`config.mk`:
```
export PLATFORM = sky130hd
export DESIGN_NAME = ola_filter
export DESIGN_NICKNAME = d
export VERILOG_FILES = /design/src/rtl/ola_pkg.sv /design/src/rtl/ola_run_counter.sv /design/src/rtl/ola_status_bits.sv /design/src/rtl/ola_filter.sv
export SDC_FILE = /design/constraint.sdc
export NUM_CORES = 1
export LEC_CHECK = 0
export BUFFER_PORTS_ARGS = -buffer_cell sky130_fd_sc_hd__buf_2
export CORE_MARGIN = 2
export CORE_UTILIZATION = 54
export CTS_BUF_LIST = sky130_fd_sc_hd__clkbuf_8
export DETAILED_ROUTE_END_ITERATION = 10
export PLACE_DENSITY = 0.89
export SLEW_MARGIN = 20
export SYNTH_ARGS = -nofsm -noshare
export SYNTH_HDL_FRONTEND = slang
export SYNTH_SLANG_ARGS = --single-unit
export TNS_END_PERCENT = 5
```
`constraint.sdc`:
```
create_clock -name clk -period 4.25 [get_ports clk]
set_input_delay 0.85 -clock clk [delete_from_list [all_inputs] [get_ports clk]]
set_output_delay 0.85 -clock clk [all_outputs]
set_load 0.02 [all_outputs]
```
`src/rtl/ola_pkg.sv`:
```
package ola_pkg;

  // Number of monitored outputs of the half-bridge.
  localparam int unsigned NUM_OUT = 2;

  // Recovery behaviour of a set status bit.
  typedef enum logic {
    REC_RETRY = 1'b0,
    REC_LATCH = 1'b1
  } rec_mode_e;

  // Polarity of the current run of strobes.
  typedef enum logic {
    RUN_MISS  = 1'b0,
    RUN_SPIKE = 1'b1
  } run_pol_e;

endpackage

```
`src/rtl/ola_run_counter.sv`:
```
module ola_run_counter
  import ola_pkg::*;
#(
  parameter int unsigned CW = 11
) (
  input  logic          clk,
  input  logic          rst_n,
  input  logic          restart,
  input  logic          tick,
  input  logic          spike,
  input  logic [CW-1:0] thresh,
  output logic          miss_done,
  output logic          good_done
);

  logic [CW-1:0] cnt_q, cnt_d, base;
  run_pol_e      pol_q, pol_d;
  run_pol_e      pol_in;
  logic          upd_en;

  assign pol_in = spike ? RUN_SPIKE : RUN_MISS;
  assign upd_en = restart | tick;

  // Next-state: restart drops the run, a tick extends or restarts it.
  always_comb begin
    base  = restart ? '0 : cnt_q;
    cnt_d = base;
    pol_d = pol_q;
    if (tick) begin
      if ((base != '0) && (pol_q == pol_in)) begin
        cnt_d = (base >= thresh) ? base : CW'(base + 1'b1);
      end else begin
        cnt_d = CW'(1);
        pol_d = pol_in;
      end
    end
  end

  assign miss_done = tick && (pol_in == RUN_MISS)  && (cnt_d >= thresh);
  assign good_done = tick && (pol_in == RUN_SPIKE) && (cnt_d >= thresh);

  always_ff @(posedge clk or negedge rst_n) begin
    if (!rst_n) begin
      cnt_q <= '0;
      pol_q <= RUN_MISS;
    end else if (upd_en) begin
      cnt_q <= cnt_d;
      pol_q <= pol_d;
    end
  end

endmodule

```
`src/rtl/ola_status_bits.sv`:
```
module ola_status_bits
  import ola_pkg::*;
#(
  parameter int unsigned NOUT = 2,
  localparam int unsigned SW  = (NOUT > 1) ? $clog2(NOUT) : 1
) (
  input  logic            clk,
  input  logic            rst_n,
  input  rec_mode_e       mode,
  input  logic            run,
  input  logic            clr_flt,
  input  logic [SW-1:0]   sel,
  input  logic            miss_done,
  input  logic            good_done,
  output logic [NOUT-1:0] stat
);

  for (genvar g = 0; g < NOUT; g++) begin : g_bit
    logic bit_q, bit_d, hit;

    assign hit = (sel == SW'(g));

    always_comb begin
      bit_d = bit_q;
      if ((mode == REC_LATCH) && clr_flt) begin
        bit_d = 1'b0;
      end else if ((mode == REC_RETRY) && !run) begin
        bit_d = 1'b0;
      end else if (hit && miss_done) begin
        bit_d = 1'b1;
      end else if (hit && good_done && (mode == REC_RETRY)) begin
        bit_d = 1'b0;
      end
    end

    always_ff @(posedge clk or negedge rst_n) begin
      if (!rst_n) begin
        bit_q <= 1'b0;
      end else begin
        bit_q <= bit_d;
      end
    end

    assign stat[g] = bit_q;
  end

endmodule

```
`src/rtl/ola_filter.sv`:
```
module ola_filter
  import ola_pkg::*;
#(
  parameter int unsigned SHORT_N = 16,
  parameter int unsigned LONG_N  = 1024,
  localparam int unsigned CW     = $clog2(LONG_N + 1)
) (
  input  logic               clk,
  input  logic               rst_n,
  input  logic               en,
  input  logic               active,
  input  logic               hs_recirc,
  input  logic               long_sel,
  input  logic               latch_mode,
  input  logic               dir,
  input  logic               clr_flt,
  input  logic               strobe,
  input  logic               spike,
  output logic [NUM_OUT-1:0] stat,
  output logic               fault_n
);

  logic          run, tick, dir_q, dir_chg, restart;
  logic          miss_done, good_done;
  logic [CW-1:0] thresh;
  rec_mode_e     mode;

  assign mode    = latch_mode ? REC_LATCH : REC_RETRY;
  assign run     = en & active;
  assign tick    = run & strobe & hs_recirc;
  assign dir_chg = dir ^ dir_q;
  assign restart = ~run | dir_chg | ((mode == REC_LATCH) & clr_flt);
  assign thresh  = long_sel ? CW'(LONG_N) : CW'(SHORT_N);

  always_ff @(posedge clk or negedge rst_n) begin
    if (!rst_n) begin
      dir_q <= 1'b0;
    end else begin
      dir_q <= dir;
    end
  end

  ola_run_counter #(.CW(CW)) u_cnt (
    .clk       (clk),
    .rst_n     (rst_n),
    .restart   (restart),
    .tick      (tick),
    .spike     (spike),
    .thresh    (thresh),
    .miss_done (miss_done),
    .good_done (good_done)
  );

  ola_status_bits #(.NOUT(NUM_OUT)) u_stat (
    .clk       (clk),
    .rst_n     (rst_n),
    .mode      (mode),
    .run       (run),
    .clr_flt   (clr_flt),
    .sel       (dir),
    .miss_done (miss_done),
    .good_done (good_done),
    .stat      (stat)
  );

  assign fault_n = ~(|stat);

endmodule

```
==> metrics.cfg, run 1 <==
[floorplanning]
core.rowCount = 17
core_area_um2 = 2170
die_area_um2 = 2640
num_io_pins = 14
die_w_um = 51.4
start_util_pct = 55.9
die_y_um = 51.4

[pwr]
switching_share_pct = 27.3
p_seq_share_pct = 45.9
intPower_uw = 235
clkPwrFrac_pct = 35.9
p_sw_uw = 88.1
power_frac_comb_pct = 18.2
ir_drop_v = 0.000217
power_density_nw_per_um2 = 213
p_leak_nw = 0.715

[clocking]
clockRootBuffer = clkbuf_8
clkSlewWorstSetupHoldPaths_ns = 0.06
h-tree-depth = 1
clockBufferDepth = 2
postCtsSetupBuffers = 0
clk_latency_ns = 0.25
numClockSinks = 15
tritoncts = yes
cts_buffers = 3

[layout]
drive_gt1_share_pct = 28.9
final_cell_mix = buf_4 (19), nand2_1 (18), dfrtp_1 (15)
final.fill_count = 175
final_common_cell = buf_4
ff_latch_area_um2 = 375
diodes = 0
utilization_pct = 69.9
nets = 190
multiInputGateArea_um2 = 816
area_delta_synth_final_pct = 25.1

[detailed_routing]
wl_um = 3470
first_pass_iters = 4
drc = 0
final_antenna_net_count = 0
via_per_inst = 6.35
dr_total_vias = 1277
drtIter0Drc = 64
wl_per_cell_um = 17.2

[logic_synthesis]
synth_area_um2 = 1210
synth.top_cell.area_share_pct = 31.0
syn_inst = 143
synth_top_flop_cell = dfrtp_1
seq_area_frac_synth_pct = 31.0
yosysWarnings = 0
synthesis.nets = 159
synth_seq_cells = 15
synth-edff-count = 0
avgSynthCellArea_um2 = 8.48
yosysUniqueCellTypes = 44
synth.area.top_cells = dfrtp_1 (31%), nand2_1 (5.6%), ha_1 (5.2%)
synth_area_leader_cell = dfrtp_1
async_reset_ff_share_pct = 100

[global_route]
grt_antenna_before_repair = 0
grt_max_degree = 16
track_usage_pct = 29.8
grt_pass1_vias = 1295
grt_pass1_wl_um = 5820
overflow = 0

[timing]
final.setup.tns_ns = 0
finalClockSkew_ns = 0.00417
relSlewSlack_pct = 64.0
fin_crit_sh_pct = 96.2
finalSetupViolations = 0
min_period_ns = 4.09
worst_pin_slew_ns = 0.537
rsz0062_at_grt = false
hold_violations = 0
slew_viol_final = 0
fmaxAchievable_ghz = 0.245
whs_ns = 0.492

[worst_setup_path]
crit_arrival_ns = 4.21
critPathCaptureType = flop
path_class = input pin to flop
start_kind = input pin
worst_ep_required_time_ns = 4.37
cp_max_fo = 8

[hold_path]
hold_class = input pin to asynchronous set/reset pin

[flow_run]
max_cap_violations = 0

[place]
gp_congestion = 1.01
dp_hpwl_um = 2660
portBuffers = 13

[outcome]
status = completed

==> stage by stage <==
step | cells | instance area, um^2 | worst slack (ns) | power (mW)
after floorplan | 143 | 1250 | 0.0105 | 0.180
after global placement | 197 | 1460 | 0.00606 | 0.205
after detailed placement | 197 | 1460 | -0.178 | 0.208
after CTS | 201 | 1510 | 0.0456 | 0.322
after global routing | 201 | 1520 | 0.0153 | 0.333
final | 201 | 1520 | 0.163 | 0.323
==> worst max-delay path, stage by stage <==
cell       delay, ns
buf_2           0.11
and2_1          0.23
and3_1          0.21
nand2_1         0.12
ha_2            0.23
nand2_1         0.06
a41o_1          0.24
a221oi_4        0.36
nor2_4          0.07
buf_4           0.17
a31oi_2         0.20
nor2_1          0.09
ha_1            0.31
nand2_1         0.07
a211oi_2        0.23
a41oi_2         0.18
a2111oi_2       0.34
o22ai_1         0.15
==> final timing paths <==
path / endpoint / cells past startpoint / slack [ns] / startpoint
worst min register to register: u_cnt.pol_q$_DFFE_PN0P_ / 2 / 0.54 / u_cnt.pol_q$_DFFE_PN0P_
max in group asynchronous: u_cnt.cnt_q[6]$_DFFE_PN0P_ / 1 / 3.50 / rst_n
worst max register to register: u_stat.g_bit[0].bit_q$_DFFE_PN0P_ / 17 / 0.53 / dir_q$_DFF_PN0_
worst min-delay path: u_cnt.cnt_q[1]$_DFFE_PN0P_ / 1 / 0.49 / rst_n
min in group clk: u_cnt.pol_q$_DFFE_PN0P_ / 2 / 0.54 / u_cnt.pol_q$_DFFE_PN0P_
worst max-delay path: u_stat.g_bit[0].bit_q$_DFFE_PN0P_ / 18 / 0.16 / en
==> cell families after synthesis <==
family                     after synthesis  synth area share (%)
and+or+nand+nor                         66                  29.3
AOI/OAI and AO/OA                       34                  23.8
buffers and inverters                   16                  5.57
DFF                                     15                  31.0
xor gates and xnor gates                 6                  4.33
adders and majority gates                5                  5.16
muxes                                    1                 0.826
==> layer usage <==
layer  track usage (%)  vias up  share of wire [%]
met3              5.56       22                5.7
met4              16.2        0                4.6
met1              34.5      600                 39
met5                 0        -                  0
li1                  -      594                  -
met2              51.5       61                 50
==> synth_stat cells (2+ instances only) <==
| master | count |
|---|---|
| nand2_1 | 18 |
| dfrtp_1 | 15 |
| nor2_1 | 13 |
| inv_1 | 10 |
| nand4_1 | 8 |
| a31oi_1 | 5 |
| and3_1 | 5 |
| ha_1 | 5 |
| nand3_1 | 5 |
| clkbuf_1 | 4 |
| o21ai_0 | 4 |
| xor2_1 | 4 |
| a211oi_1 | 3 |
| a21oi_1 | 3 |
| and2_1 | 3 |
| o22ai_1 | 3 |
| a21o_1 | 2 |
| buf_4 | 2 |
| nand2b_1 | 2 |
| nand3b_1 | 2 |
| nor3_1 | 2 |
| nor4_1 | 2 |
| xnor2_1 | 2 |
==> registers in the layout, indices dropped and copies added (netlist names) <==
| signal | cells |
|---|---|
| u_cnt.cnt_q | 11 |
| u_stat.g_bit.bit_q | 2 |
| dir_q | 1 |
| u_cnt.pol_q | 1 |
==> layout make-up <==
| type | instances | area share [%] |
|---|---|---|
| sequential | 15 | 24.8 |
| inverter | 10 | 2.48 |
| multi-input combinational | 112 | 53.8 |
| tap | 28 | 2.31 |
| timing repair buffer | 32 | 13.7 |
| clock inverter | 1 | 0.248 |
| clock buffer | 3 | 2.72 |
==> timing repair <==
action / in CTS / in global routing
hold endpoints to repair: 0 / 0
pin swaps: 0 / 2
endpoints found under the setup margin: 1 / 1
hold buffers: 0 / 0
resized for setup: 1 / 2
==> power by group through the flow <==
stage,Clock [mW],Sequential [mW],Combinational [mW]
2_1_floorplan,0,0.150,0.0303
3_3_place_gp,0,0.150,0.0548
3_5_place_dp,0,0.151,0.0571
4_1_cts,0.116,0.148,0.0579
5_1_grt,0.120,0.148,0.0637
6_report,0.116,0.148,0.0588
(Power assumes the default switching activity.)
==> run 2, diff against run 1 <==
--- a/config.mk
+++ b/config.mk
@@ -10,7 +10,8 @@
 export CORE_UTILIZATION = 54
 export CTS_BUF_LIST = sky130_fd_sc_hd__clkbuf_8
 export DETAILED_ROUTE_END_ITERATION = 10
-export PLACE_DENSITY = 0.89
+export PLACE_DENSITY_LB_ADDON = 0.3
+export REMOVE_ABC_BUFFERS = 1
 export SLEW_MARGIN = 20
 export SYNTH_ARGS = -nofsm -noshare
 export SYNTH_HDL_FRONTEND = slang
==> metrics.cfg, run 2 (synthesized netlist as in run 1, its figures left out) <==
[clocking]
clockBufferDepth = 2
clkSlewWorstSetupHoldPaths_ns = 0.06
ctsHoldBuffers = 0
numClockSinks = 15
cts_buffers = 3
tritoncts = yes
clk_latency_ns = 0.25
postCtsSetupBuffers = 0
h-tree-depth = 1
clockRootBuffer = clkbuf_8

[floorplanning]
die_w_um = 51.4
die_area_um2 = 2640
core.rowCount = 17
die_y_um = 51.4
start_util_pct = 55.9
core_area_um2 = 2170
num_io_pins = 14

[detailed_routing]
dr_total_vias = 1278
drtIter0Drc = 53
maxUsedRoutingLayer = met4
wl_per_cell_um = 16.0
first_pass_iters = 4
met1_length_um = 1430
wl_um = 3310
wl_met3_um = 216
route.met2.wl_um = 1600
drc = 0
via_per_inst = 6.17
final_antenna_net_count = 0

[place]
gp_congestion = 1.00
dpl_cell_area_um2 = 1470
dp_hpwl_um = 2590
portBuffers = 13
dp.cells = 203

[layout]
top_register = u_cnt.cnt_q
area_delta_synth_final_pct = 27.2
final_cell_mix = buf_4 (25), nand2_1 (18), dfrtp_1 (15)
stdcell_count = 207
final.fill_count = 195
nets = 196
diodes = 0
ff_latch_area_um2 = 375
multiInputGateArea_um2 = 797
top_regs = u_cnt.cnt_q: 11 flops, u_stat.g_bit.bit_q: 2 flops
largest_reg_flops = 11
final_cell_area_um2 = 1540
final_common_cell = buf_4
drive_gt1_share_pct = 30.7

[worst_setup_path]
rrSetupSlack_ns = 0.59
cp_max_fo = 8
slowest_delay_ns = 0.40
crit_arrival_ns = 4.12
reg2reg_depth = 18
path_delay_family = compound AO/OA/AOI/OAI gates
r2r_end = u_stat.g_bit[0].bit_q$_DFFE_PN0P_
cp-endpoint = u_stat.g_bit[0].bit_q$_DFFE_PN0P_
start_kind = input pin
worst_ep_required_time_ns = 4.38
cp.depth = 18
critical_path.slowest_cell = a2111oi_2
worstReg2RegStart = dir_q$_DFF_PN0_
path_cells = buf_2 -> and2_1 -> buf_4 -> nand4_1 -> ha_1 -> nand2_1 -> a41o_1 -> a221oi_2 -> nor2_1 -> buf_4 -> a31oi_1 -> nor2_1 -> ha_1 -> nand2_1 -> a211oi_2 -> a41oi_2 -> a2111oi_2 -> o22ai_1
critPathCaptureType = flop
crit_start = en
cp_num_buf_inv = 3
path_class = input pin to flop

[pwr]
ir_drop_v = 0.000227
power_density_nw_per_um2 = 209
p_leak_nw = 0.733

[outcome]
status = completed

[timing]
hold_violations = 0
fmaxAchievable_ghz = 0.250
fin_crit_sh_pct = 94.0
finalSetupViolations = 0
slew_viol_final = 0
finalClockSkew_ns = 0.00281
worst_pin_slew_ns = 0.667
relSlewSlack_pct = 55.2
min_period_ns = 4.00

[global_route]
grt_pass1_wl_um = 5430
grt_max_degree = 16
grt_antenna_before_repair = 0
grt_pass1_vias = 1218
overflow = 0
track_usage_pct = 27.9

[flow_run]
max_cap_violations = 0

[hold_path]
hold_class = input pin to asynchronous set/reset pin

[run 2: cell count changes in the layout (fill, tap and decap cells not counted)]
cell      delta
a221oi_4     -1
o21ai_1      -1
nor2_1       +1
and3_1       -1
a31oi_2      -1
a221oi_2     +1
nor2_4       -1
o21ai_2      +1
ha_2         -1
a31oi_1      +1
and3_4       +1
buf_4        +6
ha_1         +1
[run 2: power breakdown]
part	internal (mW)	switching, mW
sequential	0.146	0.00194
clock	0.0640	0.0519
combinational	0.0253	0.0329
total	0.235	0.0867
[run 2: worst min-delay path by stage]
stage / cells after the start / end / startpoint / slack, ns
after floorplan: 2 / u_cnt.pol_q$_DFFE_PN0P_ / u_cnt.pol_q$_DFFE_PN0P_ / 0.47
after global placement: 2 / u_cnt.pol_q$_DFFE_PN0P_ / u_cnt.pol_q$_DFFE_PN0P_ / 0.48
after detailed placement: 2 / u_cnt.pol_q$_DFFE_PN0P_ / u_cnt.pol_q$_DFFE_PN0P_ / 0.49
after CTS: 1 / u_cnt.cnt_q[8]$_DFFE_PN0P_ / rst_n / 0.51
after global routing: 1 / u_cnt.cnt_q[4]$_DFFE_PN0P_ / rst_n / 0.53
final: 1 / u_cnt.cnt_q[8]$_DFFE_PN0P_ / rst_n / 0.50
[run 2: worst reg2reg max path: stages (launching register included)]
cell       delay (ns)
dfrtp_1          0.39
xnor2_2          0.15
and3_4           0.20
nand2_1          0.09
ha_1             0.20
buf_4            0.13
nand2_1          0.04
a41o_1           0.23
a221oi_2         0.30
nor2_1           0.08
buf_4            0.18
a31oi_1          0.19
nor2_1           0.08
ha_1             0.30
nand2_1          0.07
a211oi_2         0.21
a41oi_2          0.18
a2111oi_2        0.40
o22ai_1          0.13
[run 2: metal layers]
layer,vias up,global-route usage (%)
met2,64,48.3
met3,6,3.22
li1,601,-
met1,607,35.4
met4,0,10.1
met5,-,0
[run 2: through the flow]
stage          setup slack, ns  hold slack [ns]  utilization (%)  TNS (ns)  total power [mW]
5_1_grt                -0.0370            0.530             71.1   -0.0370             0.332
3_3_place_gp           0.00259            0.481             67.8         0             0.203
6_report                 0.254            0.499             71.1         0             0.322
3_5_place_dp            -0.160            0.490             67.8    -0.160             0.205
2_1_floorplan           -0.235            0.465                -    -0.236             0.176
4_1_cts                  0.101            0.506             69.8         0             0.320
[run 2: final cells by class]
cell class / instances / share of cell area (%)
clock inverters: 1 / 0.243
repair buffers: 38 / 16.4
inverters: 10 / 2.43
clock buffers: 3 / 2.68
well taps: 28 / 2.27
multi-input cells: 112 / 51.7
flip-flops and latches: 15 / 24.3
[run 2: timing repair]
| action | CTS | global route |
|---|---|---|
| resized for setup | 0 | 6 |
| endpoints found under the setup margin | 0 | 2 |
| hold endpoints to repair | 0 | 0 |
==> run 3, diff against run 2 <==
--- a/config.mk
+++ b/config.mk
@@ -5,7 +5,7 @@
 export SDC_FILE = /design/constraint.sdc
 export NUM_CORES = 1
 export LEC_CHECK = 0
-export BUFFER_PORTS_ARGS = -buffer_cell sky130_fd_sc_hd__buf_2
+export BUFFER_PORTS_ARGS = -buffer_cell sky130_fd_sc_hd__clkbuf_2
 export CORE_MARGIN = 2
 export CORE_UTILIZATION = 54
 export CTS_BUF_LIST = sky130_fd_sc_hd__clkbuf_8
==> metrics.cfg, run 3 (synthesized netlist as in run 1, its figures left out) <==
[layout]
utilization_pct = 71.0
ff_latch_area_um2 = 375
nets = 196
largest_reg_flops = 11
stdcell_count = 207
diodes = 0
multiInputGateArea_um2 = 795
final.fill_count = 177
final_cell_mix = buf_4 (25), nand2_1 (18), dfrtp_1 (15)
final_common_cell = buf_4
area_delta_synth_final_pct = 27.0
top_register = u_cnt.cnt_q
drive_gt1_share_pct = 30.2
top_regs = u_cnt.cnt_q: 11 flops, u_stat.g_bit.bit_q: 2 flops

[detailed_routing]
wl_um = 3530
dr_total_vias = 1345
drc = 0
wl_per_cell_um = 17.0
via_per_inst = 6.50
drtIter0Drc = 89
final_antenna_net_count = 0
first_pass_iters = 5

[clocking]
clockBufferDepth = 2
cts_buffers = 3
numClockSinks = 15
clkSlewWorstSetupHoldPaths_ns = 0.06
tritoncts = yes
clockRootBuffer = clkbuf_8
ctsHoldBuffers = 0
postCtsSetupBuffers = 0
clk_latency_ns = 0.26
h-tree-depth = 1

[global_route]
track_usage_pct = 29.7
grt_antenna_before_repair = 0
grt_pass1_vias = 1299
overflow = 0
grt_max_degree = 16
grt_pass1_wl_um = 5840

[pwr]
ir_drop_v = 0.000195
power_density_nw_per_um2 = 211
p_leak_nw = 0.738

[worst_setup_path]
rrSetupSlack_ns = 0.51
r2r_end = u_stat.g_bit[0].bit_q$_DFFE_PN0P_
cp_max_fo = 4
reg2reg_depth = 15
critPathCaptureType = flop
worstReg2RegStart = dir_q$_DFF_PN0_
worst_ep_required_time_ns = 4.38
crit_arrival_ns = 4.18
start_kind = input pin
path_class = input pin to flop

[floorplanning]
core_area_um2 = 2170
core.rowCount = 17
die_y_um = 51.4
start_util_pct = 55.9
die_area_um2 = 2640
die_w_um = 51.4
num_io_pins = 14

[timing]
final.setup.tns_ns = 0
finalClockSkew_ns = 0.00313
worst_slack_ns = 0.205
hold_violations = 0
fin_crit_sh_pct = 95.2
relSlewSlack_pct = 63.5
min_period_ns = 4.05
finalSetupViolations = 0
fmaxAchievable_ghz = 0.247
worst_pin_slew_ns = 0.545
slew_viol_final = 0

[place]
portBuffers = 13
gp_congestion = 1.00
dp_hpwl_um = 2580
dp.cells = 203
pre_cts_slack_ns = -0.157

[flow_run]
max_cap_violations = 0

[hold_path]
hold_class = input pin to asynchronous set/reset pin

[outcome]
status = completed

==> run 3: changes by cell type in the layout (fill, tap and decap cells not counted) <==
cell / delta
and3_1: +1
and3_4: -1
buf_2: -13
clkbuf_2: +13
nor4_1: -1
nor4_2: +1
o21ai_1: +1
o21ai_2: -1
==> run 3: stage by stage <==
step	power [mW]	hold WS [ns]	area (um^2)
floorplan	0.176	0.465	1180
global placement	0.203	0.507	1470
detailed placement	0.204	0.504	1470
CTS	0.324	0.517	1520
global route	0.337	0.527	1540
finish	0.325	0.509	1540
==> run 3: per-layer routing <==
metal / vias to the layer above / global-route usage, % / part of all wire, %
met3: 19 / 5.56 / 9.3
li1: 605 / - / -
met1: 628 / 37.4 / 39
met5: - / 0 / 0
met4: 0 / 11.4 / 3.9
met2: 93 / 50.0 / 47
==> run 3: how the worst max path moves through the flow <==
| stage | from | to | slack (ns) | cells past startpoint |
|---|---|---|---|---|
| final | dir | u_stat.g_bit[0].bit_q$_DFFE_PN0P_ | 0.20 | 16 |
| after global routing | dir | u_stat.g_bit[0].bit_q$_DFFE_PN0P_ | -0.06 | 19 |
| after CTS | dir | u_stat.g_bit[0].bit_q$_DFFE_PN0P_ | 0.08 | 16 |
| after detailed placement | dir | u_stat.g_bit[0].bit_q$_DFFE_PN0P_ | -0.16 | 16 |
| after global placement | dir | u_stat.g_bit[0].bit_q$_DFFE_PN0P_ | -0.08 | 16 |
| after floorplan | dir | u_stat.g_bit[0].bit_q$_DFFE_PN0P_ | -0.24 | 18 |
==> run 3: critical path: stages <==
cell	delay [ns]
clkbuf_2	0.11
xnor2_2	0.15
and3_1	0.23
nand2_1	0.11
ha_1	0.24
or4b_1	0.49
nor4_2	0.25
nor2_1	0.13
o21ai_1	0.22
nor2_1	0.08
ha_1	0.31
nand2_1	0.07
a211oi_2	0.25
a41oi_2	0.18
a2111oi_2	0.38
o22ai_1	0.13
==> run 3: final cells by class <==
cell class | count | area share (%)
Clock inverter | 1 | 0.244
Sequential cell | 15 | 24.4
Multi-Input combinational cell | 112 | 51.6
Inverter | 10 | 2.44
Tap cell | 28 | 2.27
Clock buffer | 3 | 2.68
Timing Repair Buffer | 38 | 16.4
==> run 3: timing repair <==
action / 4_1_cts / 5_1_grt
hold endpoints to repair: 0 / 0
setup endpoints to repair: 0 / 2
gates resized for setup: 0 / 5
==> run 3: power by group <==
group          internal (mW)  switching [mW]
registers              0.146         0.00240
logic                 0.0252          0.0325
clock network         0.0642          0.0555
